==> src/rtl/pfg_pkg.sv <==
package pfg_pkg;
  // One slot result handed from the sampler to the tracker.
  typedef struct packed {
    logic tick;   // last clock of a slot
    logic pulse;  // slot contained at least one high sample
  } slot_sample_t;
endpackage

==> src/rtl/pfg_sampler.sv <==
module pfg_sampler #(
  parameter int SLOT_W = 8
) (
  input  logic                  clk,
  input  logic                  rst,
  input  logic                  pulse_in,
  input  logic [SLOT_W-1:0]     slot_len,
  output pfg_pkg::slot_sample_t slot_o
);
  logic              sync1, sync2;
  logic [SLOT_W-1:0] cnt;
  logic [SLOT_W-1:0] last_idx;
  logic              seen;
  logic              tick;

  // Slot intervals below two clocks are stretched to two.
  assign last_idx = (slot_len < SLOT_W'(2)) ? SLOT_W'(1) : slot_len - SLOT_W'(1);
  assign tick     = (cnt >= last_idx);

  always_ff @(posedge clk) begin
    if (rst) begin
      sync1 <= 1'b0;
      sync2 <= 1'b0;
      cnt   <= '0;
      seen  <= 1'b0;
    end else begin
      sync1 <= pulse_in;
      sync2 <= sync1;
      cnt   <= tick ? '0 : cnt + SLOT_W'(1);
      seen  <= tick ? 1'b0 : (seen | sync2);
    end
  end

  assign slot_o.tick  = tick;
  assign slot_o.pulse = seen | sync2;

  // a slot ends at most once every two clocks
  a_r1_tick_spacing: assert property (@(posedge clk) disable iff (rst)
    slot_o.tick |=> !slot_o.tick);
endmodule

==> src/rtl/pfg_gap_track.sv <==
module pfg_gap_track #(
  parameter int FRAME_SLOTS = 20,
  parameter int GAP_SLOTS   = 4
) (
  input  logic                   clk,
  input  logic                   rst,
  input  pfg_pkg::slot_sample_t  slot_i,
  output logic                   boundary,
  output logic [FRAME_SLOTS-1:0] pending,
  output logic                   pend_full
);
  localparam int HIST_W = FRAME_SLOTS - 1;
  localparam int SIDX_W = $clog2(FRAME_SLOTS + 1);

  logic [HIST_W-1:0]      hist;
  logic [FRAME_SLOTS-1:0] nxt_hist;
  logic [FRAME_SLOTS-1:0] cap_word;
  logic [SIDX_W-1:0]      sidx;

  assign nxt_hist = {hist, slot_i.pulse};
  assign boundary = slot_i.tick && slot_i.pulse && (hist[GAP_SLOTS-1:0] == '0);

  // Newest slot sits at bit 0 of the history; the word wants slot 1 at bit 0.
  for (genvar k = 0; k < FRAME_SLOTS; k++) begin : g_rev
    assign cap_word[k] = nxt_hist[FRAME_SLOTS-1-k];
  end

  always_ff @(posedge clk) begin
    if (rst) begin
      hist      <= '1;
      sidx      <= '0;
      pending   <= '0;
      pend_full <= 1'b0;
    end else if (slot_i.tick) begin
      hist <= nxt_hist[HIST_W-1:0];
      if (boundary) begin
        sidx      <= SIDX_W'(1);
        pend_full <= 1'b0;
      end else if (sidx < SIDX_W'(FRAME_SLOTS)) begin
        sidx <= sidx + SIDX_W'(1);
        if (sidx == SIDX_W'(FRAME_SLOTS - 1)) begin
          pending   <= cap_word;
          pend_full <= 1'b1;
        end
      end
    end
  end

  // a captured frame exists only once a full frame of slots has passed
  a_r5_full_needs_count: assert property (@(posedge clk) disable iff (rst)
    pend_full |-> (sidx == SIDX_W'(FRAME_SLOTS)));
  // a boundary restarts the slot index at the first slot
  a_r2_restart_index: assert property (@(posedge clk) disable iff (rst)
    boundary |=> (sidx == SIDX_W'(1)));
endmodule

==> src/rtl/pfg_period.sv <==
module pfg_period #(
  parameter int PER_W = 16
) (
  input  logic             clk,
  input  logic             rst,
  input  logic             boundary,
  output logic             locked,
  output logic             lock_ok,
  output logic [PER_W-1:0] meas
);
  localparam logic [PER_W-1:0] CEIL = {PER_W{1'b1}};

  logic [PER_W-1:0] pcnt;

  assign lock_ok = locked && (pcnt != CEIL);
  assign meas    = pcnt + PER_W'(1);

  always_ff @(posedge clk) begin
    if (rst) begin
      pcnt   <= '0;
      locked <= 1'b0;
    end else if (boundary) begin
      pcnt   <= '0;
      locked <= 1'b1;
    end else if (pcnt != CEIL) begin
      pcnt <= pcnt + PER_W'(1);
    end else begin
      locked <= 1'b0;
    end
  end

  // lock is lost only after the counter sat at its ceiling
  a_r7_unlock_at_ceiling: assert property (@(posedge clk) disable iff (rst)
    $fell(locked) |-> ($past(pcnt) == CEIL));
  // every boundary leaves the block locked
  a_r3_lock_after_boundary: assert property (@(posedge clk) disable iff (rst)
    boundary |=> locked);
endmodule

==> src/rtl/pfgap_sync.sv <==
module pfgap_sync #(
  parameter int SLOT_W      = 8,
  parameter int FRAME_SLOTS = 20,
  parameter int GAP_SLOTS   = 4,
  parameter int MARK_A      = 0,
  parameter int MARK_B      = 15,
  parameter int PER_W       = 16
) (
  input  logic                   clk,
  input  logic                   rst,
  input  logic                   pulse_in,
  input  logic [SLOT_W-1:0]      slot_len,
  output logic [FRAME_SLOTS-1:0] frame_word,
  output logic                   frame_valid,
  output logic                   frame_bad,
  output logic [PER_W-1:0]       period,
  output logic                   period_valid,
  output logic                   locked
);
  pfg_pkg::slot_sample_t  slot_s;
  logic                   boundary;
  logic [FRAME_SLOTS-1:0] pending;
  logic                   pend_full;
  logic                   lock_ok;
  logic [PER_W-1:0]       meas;
  logic                   marks_ok;

  pfg_sampler #(.SLOT_W(SLOT_W)) u_sampler (
    .clk(clk), .rst(rst), .pulse_in(pulse_in), .slot_len(slot_len), .slot_o(slot_s)
  );

  pfg_gap_track #(.FRAME_SLOTS(FRAME_SLOTS), .GAP_SLOTS(GAP_SLOTS)) u_track (
    .clk(clk), .rst(rst), .slot_i(slot_s), .boundary(boundary),
    .pending(pending), .pend_full(pend_full)
  );

  pfg_period #(.PER_W(PER_W)) u_period (
    .clk(clk), .rst(rst), .boundary(boundary),
    .locked(locked), .lock_ok(lock_ok), .meas(meas)
  );

  assign marks_ok = pend_full && pending[MARK_A] && pending[MARK_B];

  always_ff @(posedge clk) begin
    if (rst) begin
      frame_word   <= '0;
      frame_valid  <= 1'b0;
      frame_bad    <= 1'b0;
      period       <= '0;
      period_valid <= 1'b0;
    end else begin
      frame_valid  <= 1'b0;
      frame_bad    <= 1'b0;
      period_valid <= 1'b0;
      if (boundary && lock_ok) begin
        frame_word   <= pending;
        period       <= meas;
        period_valid <= 1'b1;
        frame_valid  <= marks_ok;
        frame_bad    <= !marks_ok;
      end
    end
  end

  // the two verdicts exclude each other
  a_r9_exclusive: assert property (@(posedge clk) disable iff (rst)
    !(frame_valid && frame_bad));
  // every period report carries exactly one verdict
  a_r9_verdict: assert property (@(posedge clk) disable iff (rst)
    period_valid |-> (frame_valid ^ frame_bad));
  // strobes are one cycle wide
  a_r9_single: assert property (@(posedge clk) disable iff (rst)
    period_valid |=> !period_valid);
  // acquiring lock produces no report
  a_r3_first_silent: assert property (@(posedge clk) disable iff (rst)
    $rose(locked) |-> !period_valid);
endmodule

==> config.mk <==
export PLATFORM = sky130hd
export DESIGN_NAME = pfgap_sync
export DESIGN_NICKNAME = d
export VERILOG_FILES = /design/src/rtl/pfg_pkg.sv /design/src/rtl/pfg_sampler.sv /design/src/rtl/pfg_gap_track.sv /design/src/rtl/pfg_period.sv /design/src/rtl/pfgap_sync.sv
export SDC_FILE = /design/constraint.sdc
export NUM_CORES = 1
export LEC_CHECK = 0
export BUFFER_PORTS_ARGS = -buffer_cell sky130_fd_sc_hd__clkbuf_2
export CORE_MARGIN = 2
export CORE_UTILIZATION = 58
export CTS_CLUSTER_DIAMETER = 150
export DETAILED_ROUTE_END_ITERATION = 12
export PLACE_DENSITY = 0.79
export REMOVE_ABC_BUFFERS = 1
export SLEW_MARGIN = 15
export SYNTH_ARGS = -nofsm -noshare
export SYNTH_HDL_FRONTEND = slang
export SYNTH_SLANG_ARGS = --single-unit
==> constraint.sdc <==
create_clock -name clk -period 3.2 [get_ports clk]
set_clock_uncertainty 0.05 [all_clocks]
set_input_delay 0.16 -clock clk [delete_from_list [all_inputs] [get_ports clk]]
set_output_delay 0.16 -clock clk [all_outputs]
set_load 0.05 [all_outputs]
Word level (Yosys, flattened, before mapping)
Index checks and enable logic that the tools add are counted.
Word-level totals
  bits in registers: 112
  input port bits: 11
Cells by class
  $add $sub $neg: 4
  $lt $le $gt $ge: 3
  equal/unequal tests: 3
  mux-type cells: 9
  bitwise gates (word level): 3
  reduce and logical (&&, ||, !) cells: 16
Operators by type and width (count)
  $add A16 B1 Y16 const B: 1
  $ne A16 B16 Y1 const B: 1
  $mux W5: 2
  $add A8 B1 Y8 const B: 1
  $ge A8 B8 Y1: 1
  $lt A8 B2 Y1 const B: 1
  $mux W8: 1
  $sub A8 B1 Y8 const B: 1
  $logic_and A1 B1 Y1: 6
  $mux W1: 6
  $reduce_or A2 Y1: 3
  $add A5 B1 Y5 const B: 1
  $eq A5 B5 Y1 const B: 1
  $lt A5 B5 Y1 const B: 1
  $logic_not A4 Y1: 1
  $reduce_and A4 Y1: 1
  $reduce_bool A2 Y1: 2
  $reduce_and A3 Y1: 1
  $ne A2 B2 Y1 const B: 1
  $not A1 Y1: 2
  $reduce_and A2 Y1: 1
  $logic_not A1 Y1: 1
  $or A1 B1 Y1: 1

Depth between registers and ports, before layout
Gate-level depths: netlist of the first run.
  word-level depth: 8
  depth in mapped cells: 15
  depth with buffers taken out: 12

By module
From an unflattened synthesis of the first run, not the netlist that was laid out.
Unflattened totals
  cells, all modules: 537
  area total of the unflattened synthesis: 5252.5 um^2
Modules (own cells, without submodules)
  pfgap_sync: times used 1, cells an instance 172, area each 1821.7 um^2, sequential area each 780.7 um^2
  pfg_gap_track: times used 1, cells an instance 184, area each 1784.2 um^2, sequential area each 900.9 um^2
  pfg_period: times used 1, cells an instance 98, area each 914.6 um^2, sequential area each 340.3 um^2
  pfg_sampler: times used 1, cells an instance 83, area each 732.0 um^2, sequential area each 220.2 um^2

Worst setup path after synthesis of the first run
Ideal clock, no wire load.
  path type: input to register
  start: in slot_len[3]
  end: reg u_track.hist[18]
  arrival time: 2.760 ns
  required time: 3.013 ns
  slack: 0.253 ns
  cell stages on the path: 12
  cell sequence: or3_1 -> or3_1 -> nand2b_1 -> nand2_1 -> ha_1 -> nand2b_1 -> a2111oi_0 -> o21bai_1 -> clkbuf_1 -> clkbuf_1 -> nand2_1 -> nand3_1
Between the ends
  longest elaborated chain between the ends: 3
RTL lines
  start, declared: RTL line pfgap_sync.sv:12  | input logic [SLOT_W-1:0] slot_len,
  $sub A8 B1 Y8 or $lt A8 B2 Y1 (tied branches): RTL line pfg_sampler.sv:17  | assign last_idx = (slot_len < SLOT_W'(2)) ? SLOT_W'(1) : slot_len - SLOT_W'(1);
  $mux W8 (*): RTL line pfg_sampler.sv:17
  $ge A8 B8 Y1 (*): RTL line pfg_sampler.sv:18  | assign tick = (cnt >= last_idx);
  end signal, assigned: RTL line pfg_gap_track.sv:35  | hist <= nxt_hist[HIST_W-1:0];
  end, declared: RTL line pfg_gap_track.sv:15  | logic [HIST_W-1:0] hist;
Mark *: on every way between the ends. The rest lies on a longest branch, timed or not.
A chain may end at the register's enable or synchronous reset.

Final worst setup path of the first run
  start: in slot_len[3]
  end: reg u_track.pending[7]
Between the ends
  longest elaborated chain between the ends: 7
RTL lines
  $sub A8 B1 Y8 or $lt A8 B2 Y1 (tied branches): RTL line pfg_sampler.sv:17
  $mux W8 (*): RTL line pfg_sampler.sv:17
  $ge A8 B8 Y1 (*): RTL line pfg_sampler.sv:18
  $logic_and A1 B1 Y1 (2 in a row): RTL line pfg_gap_track.sv:21  | assign boundary = slot_i.tick && slot_i.pulse && (hist[GAP_SLOTS-1:0] == '0);
  $not A1 Y1 (no source line)
  $reduce_and A4 Y1 (no source line) (*)
  end signal, assigned: RTL line pfg_gap_track.sv:42  | pending <= cap_word;
  end, declared: RTL line pfg_gap_track.sv:9  | output logic [FRAME_SLOTS-1:0] pending,
Marks and branches as above.

==> results_dict.tcl, run 1 <==
set metrics [dict create \
    fraction_of_final_layout_cells_sized_beyond_drive_strength_1_pct 18.0 \
    hold_viol 0 \
    drt-wirelength-per-cell_um 14.5 \
    cp_max_fo 15 \
    synth_most_common_cell "dfxtp_1" \
    synthArstFlopShare_pct 0 \
    intPower_mw 1.75 \
    share_comb_of_total_power_pct 5.3 \
    clk_pin_slew_worst_paths_ns 0.11 \
    final_max_slew_viol_count 0 \
    worst_slew_margin_rel_pct 49.8 \
    leakage_nw 2.06 \
    post-synth-top-area-fraction_pct 47.9 \
    unique_masters_post_synth 46 \
    initial_antenna_violation_count 0 \
    clock_insertion_delay_worst_skew_ns 0.36 \
    synth_cells 537 \
    port-buffer-count 50 \
    p_clk_share_pct 33.5 \
    fmaxAchievable_mhz 332 \
    num-nets-final 602 \
    yosysSeqAreaShare_pct 47.9 \
    area_delta_synth_final_pct 12.5 \
    fraction_of_power_consumed_by_sequential_logic_pct 61.3 \
    synth.largest_area_cell "dfxtp_1" \
    seqCellArea_um2 2240 \
    path_buf_inv 3 \
    worstSetupStartpointType "input port" \
    worst-setup-path-type "in2reg" \
    cts.htree.levels 3 \
    timing.critical_path.mode_cell "or3_1" \
    die-width_um 93.8 \
    drt_pass1_iterations 4 \
    grt_start_max_net_pins 46 \
    tightest_slew_ns 0.749 \
    post_synth_main_area_contributors "dfxtp_1 48%, nand2_1 7.2%, nand3_1 5.8%, a21oi_1 4.7%, mux2i_1 4.5%" \
    period_share_pct 94.0 \
    global_route.overflow_total 0 \
    cp.required_ns 3.45 \
    totalWireLength_um 9920 \
    gr-usage-all-layers_pct 23.7 \
    multi_input_area_um2 2260 \
    synth-warning-count 0 \
    critical_path.cell_chain "clkbuf_2 > or3_1 > or3_1 > nand2b_1 > buf_4 > nand2_1 > ha_1 > o21ai_1 > a211o_1 > o21ba_1 > nor3_2 > buf_12 > mux2i_1" \
    drtIter0Drc 187 \
    diodes 0 \
    remaining_drc_errors 0 \
    synth.cell_area_um2 4680 \
    timing.final.setup_violations 0 \
    fin_total_pwr_mw 2.32 \
    clock_sinks 112 \
    tritoncts_clock_tree "built" \
    detail-route-antenna-nets 0 \
    critical-path-slowest-cell "nor3_2" \
    critical_path_arrival_ns 3.25 \
    ys_top_cells_by_count "112 x dfxtp_1, 90 x nand2_1, 54 x nand3_1" \
    finish.utilization_pct 67.8 \
    slowest_delay_ns 0.65 \
    worst_vdd_rail_ir_drop_mv 0.263 \
    fp.dieH_um 93.8 \
    grt_first_pass_wirelength_um 16900 \
    dp.final_hpwl_um 6690 \
    vias 3903 \
    total_power_per_unit_cell_area_nw_per_um2 440 \
    initial_utilization_pct 60.2 \
    synthFlopType "dfxtp_1" \
    cap_viol_max_count 0 \
    run_status "complete, no violations" \
    tritoncts.num_buffers 9 \
    timing.hold.worst.class "in2reg" \
    globalplace.congestion 0.871 \
    cts.root.buffer_cell "clkbuf_8" \
    clk_path_buf_depth 2 \
    floorplan.rows 32 \
    io_pins 51 \
    critical_path.endpoint_type "flip-flop" \
    number_of_synthesized_flops_with_an_enable_pin 0 \
    fin_crit_ns 3.01 \
    cpLargestDelayFamily "simple AND/OR/NAND/NOR gates" \
    ys_seq_elements 112 \
    floorplan.core_area_um2 7770 \
    grt_pass1_vias 3731 \
    power_switching_share_pct 24.6 \
    fill_cells 631 \
    rsz0062_at_grt "false" \
    floorplan.die_area_um2 8800 \
    syn-mean-instance-area_um2 8.71 \
    drt-vias-per-instance 5.69 \
    power_switching_mw 0.569 \
]
[worst register-to-register path: cells and delay by family (launching register included)]
family	cells	cell delay [ns]
AO/OA/AOI/OAI	2	0.66
AND/OR/NAND/NOR	3	0.58
adder cells (fa/ha/maj)	1	0.27
buffers and inverters	3	0.57
flip-flops	1	0.38
[flip-flops by register name (all words and copies together) (netlist names)]
name and cells:
frame_valid 1, u_sampler.seen 1, u_period.locked 1, u_track.hist 19
u_sampler.cnt 8, u_track.pend_full 1, u_period.pcnt 16, frame_bad 1
u_track.pending 20, u_sampler.sync1 1, period_valid 1, u_sampler.sync2 1
u_track.sidx 5, period 16, frame_word 20
[final timing paths]
check / endpoint / from / slack (ns) / cells after the start
max: u_track.pending[7] / slot_len[3] / 0.19 / 13
min: u_track.hist[9] / rst / 0.22 / 3
max reg2reg: u_sampler.cnt[2] / u_sampler.cnt[0] / 0.61 / 9
min reg2reg: u_sampler.sync2 / u_sampler.sync1 / 0.40 / 1
[cell usage in the layout (no fill, tap or decap), drive strengths merged, types with 5 or more instances in the layout]
master,synthesis,routed
clkbuf,23,59
nand2,90,90
mux2i,21,21
nand3,55,55
o21ai,28,28
and3,5,5
a211oi,14,14
nor3,9,9
or3,5,5
buf,14,17
ha,12,12
a21oi,53,53
dfxtp,112,112
xor2,11,11
inv,8,11
xnor2,14,14
or4,5,5
nor2,26,26
[routing by layer]
| metal | global-route usage (%) | share of wire (%) |
|---|---|---|
| met2 | 40.8 | 50 |
| met5 | 0 | 0 |
| met4 | 9.66 | 2.2 |
| met3 | 4.17 | 3.0 |
| met1 | 29.4 | 45 |
[cell type report]
type / count / share of cell area (%)
inverters: 8 / 0.571
multi-input cells: 380 / 42.9
repair buffers: 68 / 8.16
flip-flops and latches: 112 / 42.6
well taps: 102 / 2.43
clock buffers: 9 / 2.35
clock inverters: 7 / 1.02
[kinds of logic (layout without fill, tap and decap cells)]
kind of cell / after synthesis / count (layout) / synth area share [%]
AOI/OAI and AO/OA: 110 / 110 / 14.3
buffers and inverters: 45 / 92 / 4.25
muxes: 21 / 21 / 4.49
xor gates and xnor gates: 25 / 25 / 4.68
DFF: 112 / 112 / 47.9
and+or+nand+nor: 212 / 212 / 21.1
adders and majority gates: 12 / 12 / 3.21
[per-stage QoR]
step	hold WS (ns)	std cells	cell area, um2	setup WS [ns]	setup TNS [ns]
after floorplan	0.179	500	4510	-1.63	-134.56
after global placement	0.373	669	5070	-0.101	-1.76
after detailed placement	0.376	669	5070	-0.153	-4.89
after CTS	0.213	686	5260	0.209	0
after global routing	0.241	686	5260	0.0111	0
final	0.217	686	5260	0.192	0
[power by group through the flow]
stage	Sequential [mW]	Clock (mW)	Combinational, mW
floorplan	1.45	0	0.0668
global placement	1.45	0	0.116
detailed placement	1.45	0	0.120
CTS	1.42	0.796	0.122
global route	1.42	0.853	0.137
finish	1.42	0.775	0.122
[timing repair]
item                                    in CTS  in global routing
setup buffers                                0                  0
hold buffers                                 1                  0
gates resized for setup                      0                  1
hold endpoints to repair                     1                  0
endpoints found under the setup margin       0                  8
No activity file was read; power rests on OpenSTA's default activity.
==> inputs of run 2 (changes only) <==
- CORE_UTILIZATION: 58 -> 59
- CTS_CLUSTER_SIZE: default -> 16
- PLACE_DENSITY: 0.79 -> 0.8
- SYNTH_HIERARCHICAL: default -> 1
==> run 2 against run 1 <==
  * Synthesized cell count unchanged
  * Clock-buffer cell count is 1 higher
  * Utilization increased by 1.4 points
  * Total power increased by 4.3%
  * Sequential share of layout area fell by 5.2 points
  * Critical path depth grew 3
  * Global-route usage is 2.7 points lower
  * Worst hold slack improved by 0.19 ns
  * Critical path type unchanged
  * Critical endpoint is now u_track/pending[13]
  * Largest cell class unchanged
  * Largest power group unchanged
==> results_dict.tcl, run 2 <==
set metrics [dict create \
    floorplan.rows 34 \
    hold_viol 0 \
    io_pins 51 \
    vias 4008 \
    area_delta_synth_final_pct 14.2 \
    critical-path-slowest-cell "or4_4" \
    cts.htree.levels 3 \
    fraction_of_power_consumed_by_sequential_logic_pct 58.6 \
    ys_top_cells_by_count "112 x dfxtp_1, 68 x nand2_1, 48 x nand3_1" \
    fraction_of_final_layout_cells_sized_beyond_drive_strength_1_pct 27.7 \
    die-width_um 98.4 \
    power_switching_mw 0.580 \
    critical_path_arrival_ns 3.36 \
    worst-setup-path-type "in2reg" \
    drt_pass1_iterations 4 \
    registers_with_the_highest_flip_flop_counts "frame_word: 20 flops, u_track/pending: 20 flops, u_track/hist: 19 flops" \
    cp.required_ns 3.44 \
    synth_cells 537 \
    initial_antenna_violation_count 0 \
    post-synth-top-area-fraction_pct 42.7 \
    totalWireLength_um 10500 \
    grt_first_pass_wirelength_um 17300 \
    largest_family_of_logic_cells_by_synthesized_area "simple AND/OR/NAND/NOR gates" \
    yosys.area_share.xor_xnor_pct 4.17 \
    p_clk_share_pct 36.0 \
    synth_most_common_cell "dfxtp_1" \
    synthArstFlopShare_pct 0 \
    synth.cell_area_um2 5250 \
    synth.largest_area_cell "dfxtp_1" \
    floorplan.die_area_um2 9670 \
    clk_path_buf_depth 2 \
    syn-mean-instance-area_um2 9.78 \
    worst_vdd_rail_ir_drop_mv 0.252 \
    initial_utilization_pct 60.5 \
    critical_path.endpoint_type "flip-flop" \
    floorplan.core_area_um2 8680 \
    slowest_delay_ns 0.42 \
    drtIter0Drc 182 \
    diodes 0 \
    clock_insertion_delay_worst_skew_ns 0.36 \
    grt_start_max_net_pins 44 \
    clock_sinks 112 \
    gr-usage-all-layers_pct 21.0 \
    critical_path.cell_chain "clkbuf_2 > or3_4 > or4_4 > or2_4 > buf_6 > nand2_4 > ha_4 > a211o_1 > a31oi_2 > o21ai_2 > nor4b_4 > buf_4 > a211oi_4 > buf_4 > buf_12 > mux2i_1" \
    drt-wirelength-per-cell_um 14.8 \
    worst_slew_margin_rel_pct 47.2 \
    unique_masters_post_synth 59 \
    yosysSeqAreaShare_pct 42.7 \
    timing.setup.tns_ns 0 \
    ys_seq_elements 112 \
    tightest_slew_ns 0.792 \
    timing.critical_path.mode_cell "buf_4" \
    tritoncts.num_buffers 9 \
    period_share_pct 97.5 \
    rsz0062_at_grt "false" \
    clk_pin_slew_worst_paths_ns 0.10 \
    num-nets-final 620 \
    number_of_synthesized_flops_with_an_enable_pin 0 \
    fin_total_pwr_mw 2.41 \
    leakage_nw 2.39 \
    fp.dieH_um 98.4 \
    globalplace.congestion 0.872 \
    share_comb_of_total_power_pct 5.4 \
    timing.final.setup_violations 0 \
    fmaxAchievable_mhz 320 \
    fin_crit_ns 3.12 \
    cp_max_fo 8 \
    dp.final_hpwl_um 6770 \
    total_power_per_unit_cell_area_nw_per_um2 402 \
    tritoncts_clock_tree "built" \
    global_route.overflow_total 0 \
    path_buf_inv 5 \
    cts.root.buffer_cell "clkbuf_8" \
    final_max_slew_viol_count 0 \
    cap_viol_max_count 0 \
    synth_simple_gate_area_share_pct 19.0 \
    timing.hold.worst.class "in2reg" \
    grt_pass1_vias 3913 \
    layout_commonest_cell "dfxtp_1" \
    layout.cells.most_common_list "112 x dfxtp_1, 68 x nand2_1, 50 x clkbuf_2" \
    synthFlopType "dfxtp_1" \
    worstSetupStartpointType "input port" \
    power_switching_share_pct 24.0 \
    synth-warning-count 6 \
    run_status "complete, no violations" \
    drt-vias-per-instance 5.65 \
    synthAdderAreaFrac_pct 2.86 \
    remaining_drc_errors 0 \
    port-buffer-count 50 \
    synth.area.mux_share_pct 6.86 \
    post_synth_main_area_contributors "dfxtp_1 43%, mux2i_1 6.9%, a21bo_1 6.3%, a21oi_2 5.5%, nand2_1 4.9%" \
    synth_compound_area_share_pct 18.7 \
    detail-route-antenna-nets 0 \
    cpLargestDelayFamily "simple AND/OR/NAND/NOR gates" \
    intPower_mw 1.83 \
    finish.utilization_pct 69.1 \
]
-- run 2: cell count changes after synthesis, sizes merged, moves of 15 or more --
cell / delta
buf: +15
o21ai: -18
nand2: -18
clkbuf: -18
a21bo: +36
mux2i: +15
-- run 2: layout make-up --
class                   instances  area [um2]
clock buffers                  10         128
fillers                       666        2680
clock inverters                 6        76.3
inverters                      15        56.3
well taps                     108         135
multi-input cells             376        2770
flip-flops and latches        112        2240
repair buffers                 83         588
-- run 2: path summary, 6_finish.rpt --
check             slack [ns]              from                   to  depth (start not counted)
setup reg to reg        0.62  u_period/pcnt[0]           period[12]                          8
setup / recovery        0.08       slot_len[3]  u_track/pending[13]                         16
hold / removal          0.40               rst            period[5]                          2
hold reg to reg         0.41   u_sampler/sync1      u_sampler/sync2                          1
-- run 2: cell families after synthesis --
group	Yosys count
buffers and inverters	49
DFF	112
muxes	36
adders and majority gates	12
and+or+nand+nor	185
AOI/OAI and AO/OA	118
xor gates and xnor gates	25
-- run 2: metrics by stage --
stage / hold WS, ns / std cells / setup slack [ns] / area (um2)
CTS: 0.407 / 705 / 0.0577 / 5840
global placement: 0.320 / 688 / -0.240 / 5630
detailed placement: 0.333 / 688 / -0.355 / 5630
finish: 0.404 / 710 / 0.0791 / 6000
floorplan: 0.172 / 503 / -3.79 / 5010
global route: 0.426 / 710 / 0.0129 / 6000
-- run 2: timing repair --
item | 4_1_cts | 5_1_grt
gates cloned | 0 | 2
hold buffers | 1 | 0
setup buffers | 0 | 3
endpoints found under the hold margin | 1 | 0
endpoints found under the setup margin | 1 | 62
resized for setup | 1 | 15
-- run 2: power by group through the flow --
stage,sequential (mW),clock (mW),combinational (mW)
final,1.41,0.870,0.130
after CTS,1.41,0.881,0.118
after global placement,1.44,0,0.112
after floorplan,1.44,0,0.0645
after global routing,1.42,0.936,0.145
after detailed placement,1.45,0,0.115
-- run 2: per-layer routing --
layer	track usage [%]	vias to the layer above	part of all wire, %
li1	-	1995	-
met3	2.86	13	2.3
met4	6.53	0	1.3
met1	26.5	1946	45
met5	0	-	0
met2	37.3	54	51
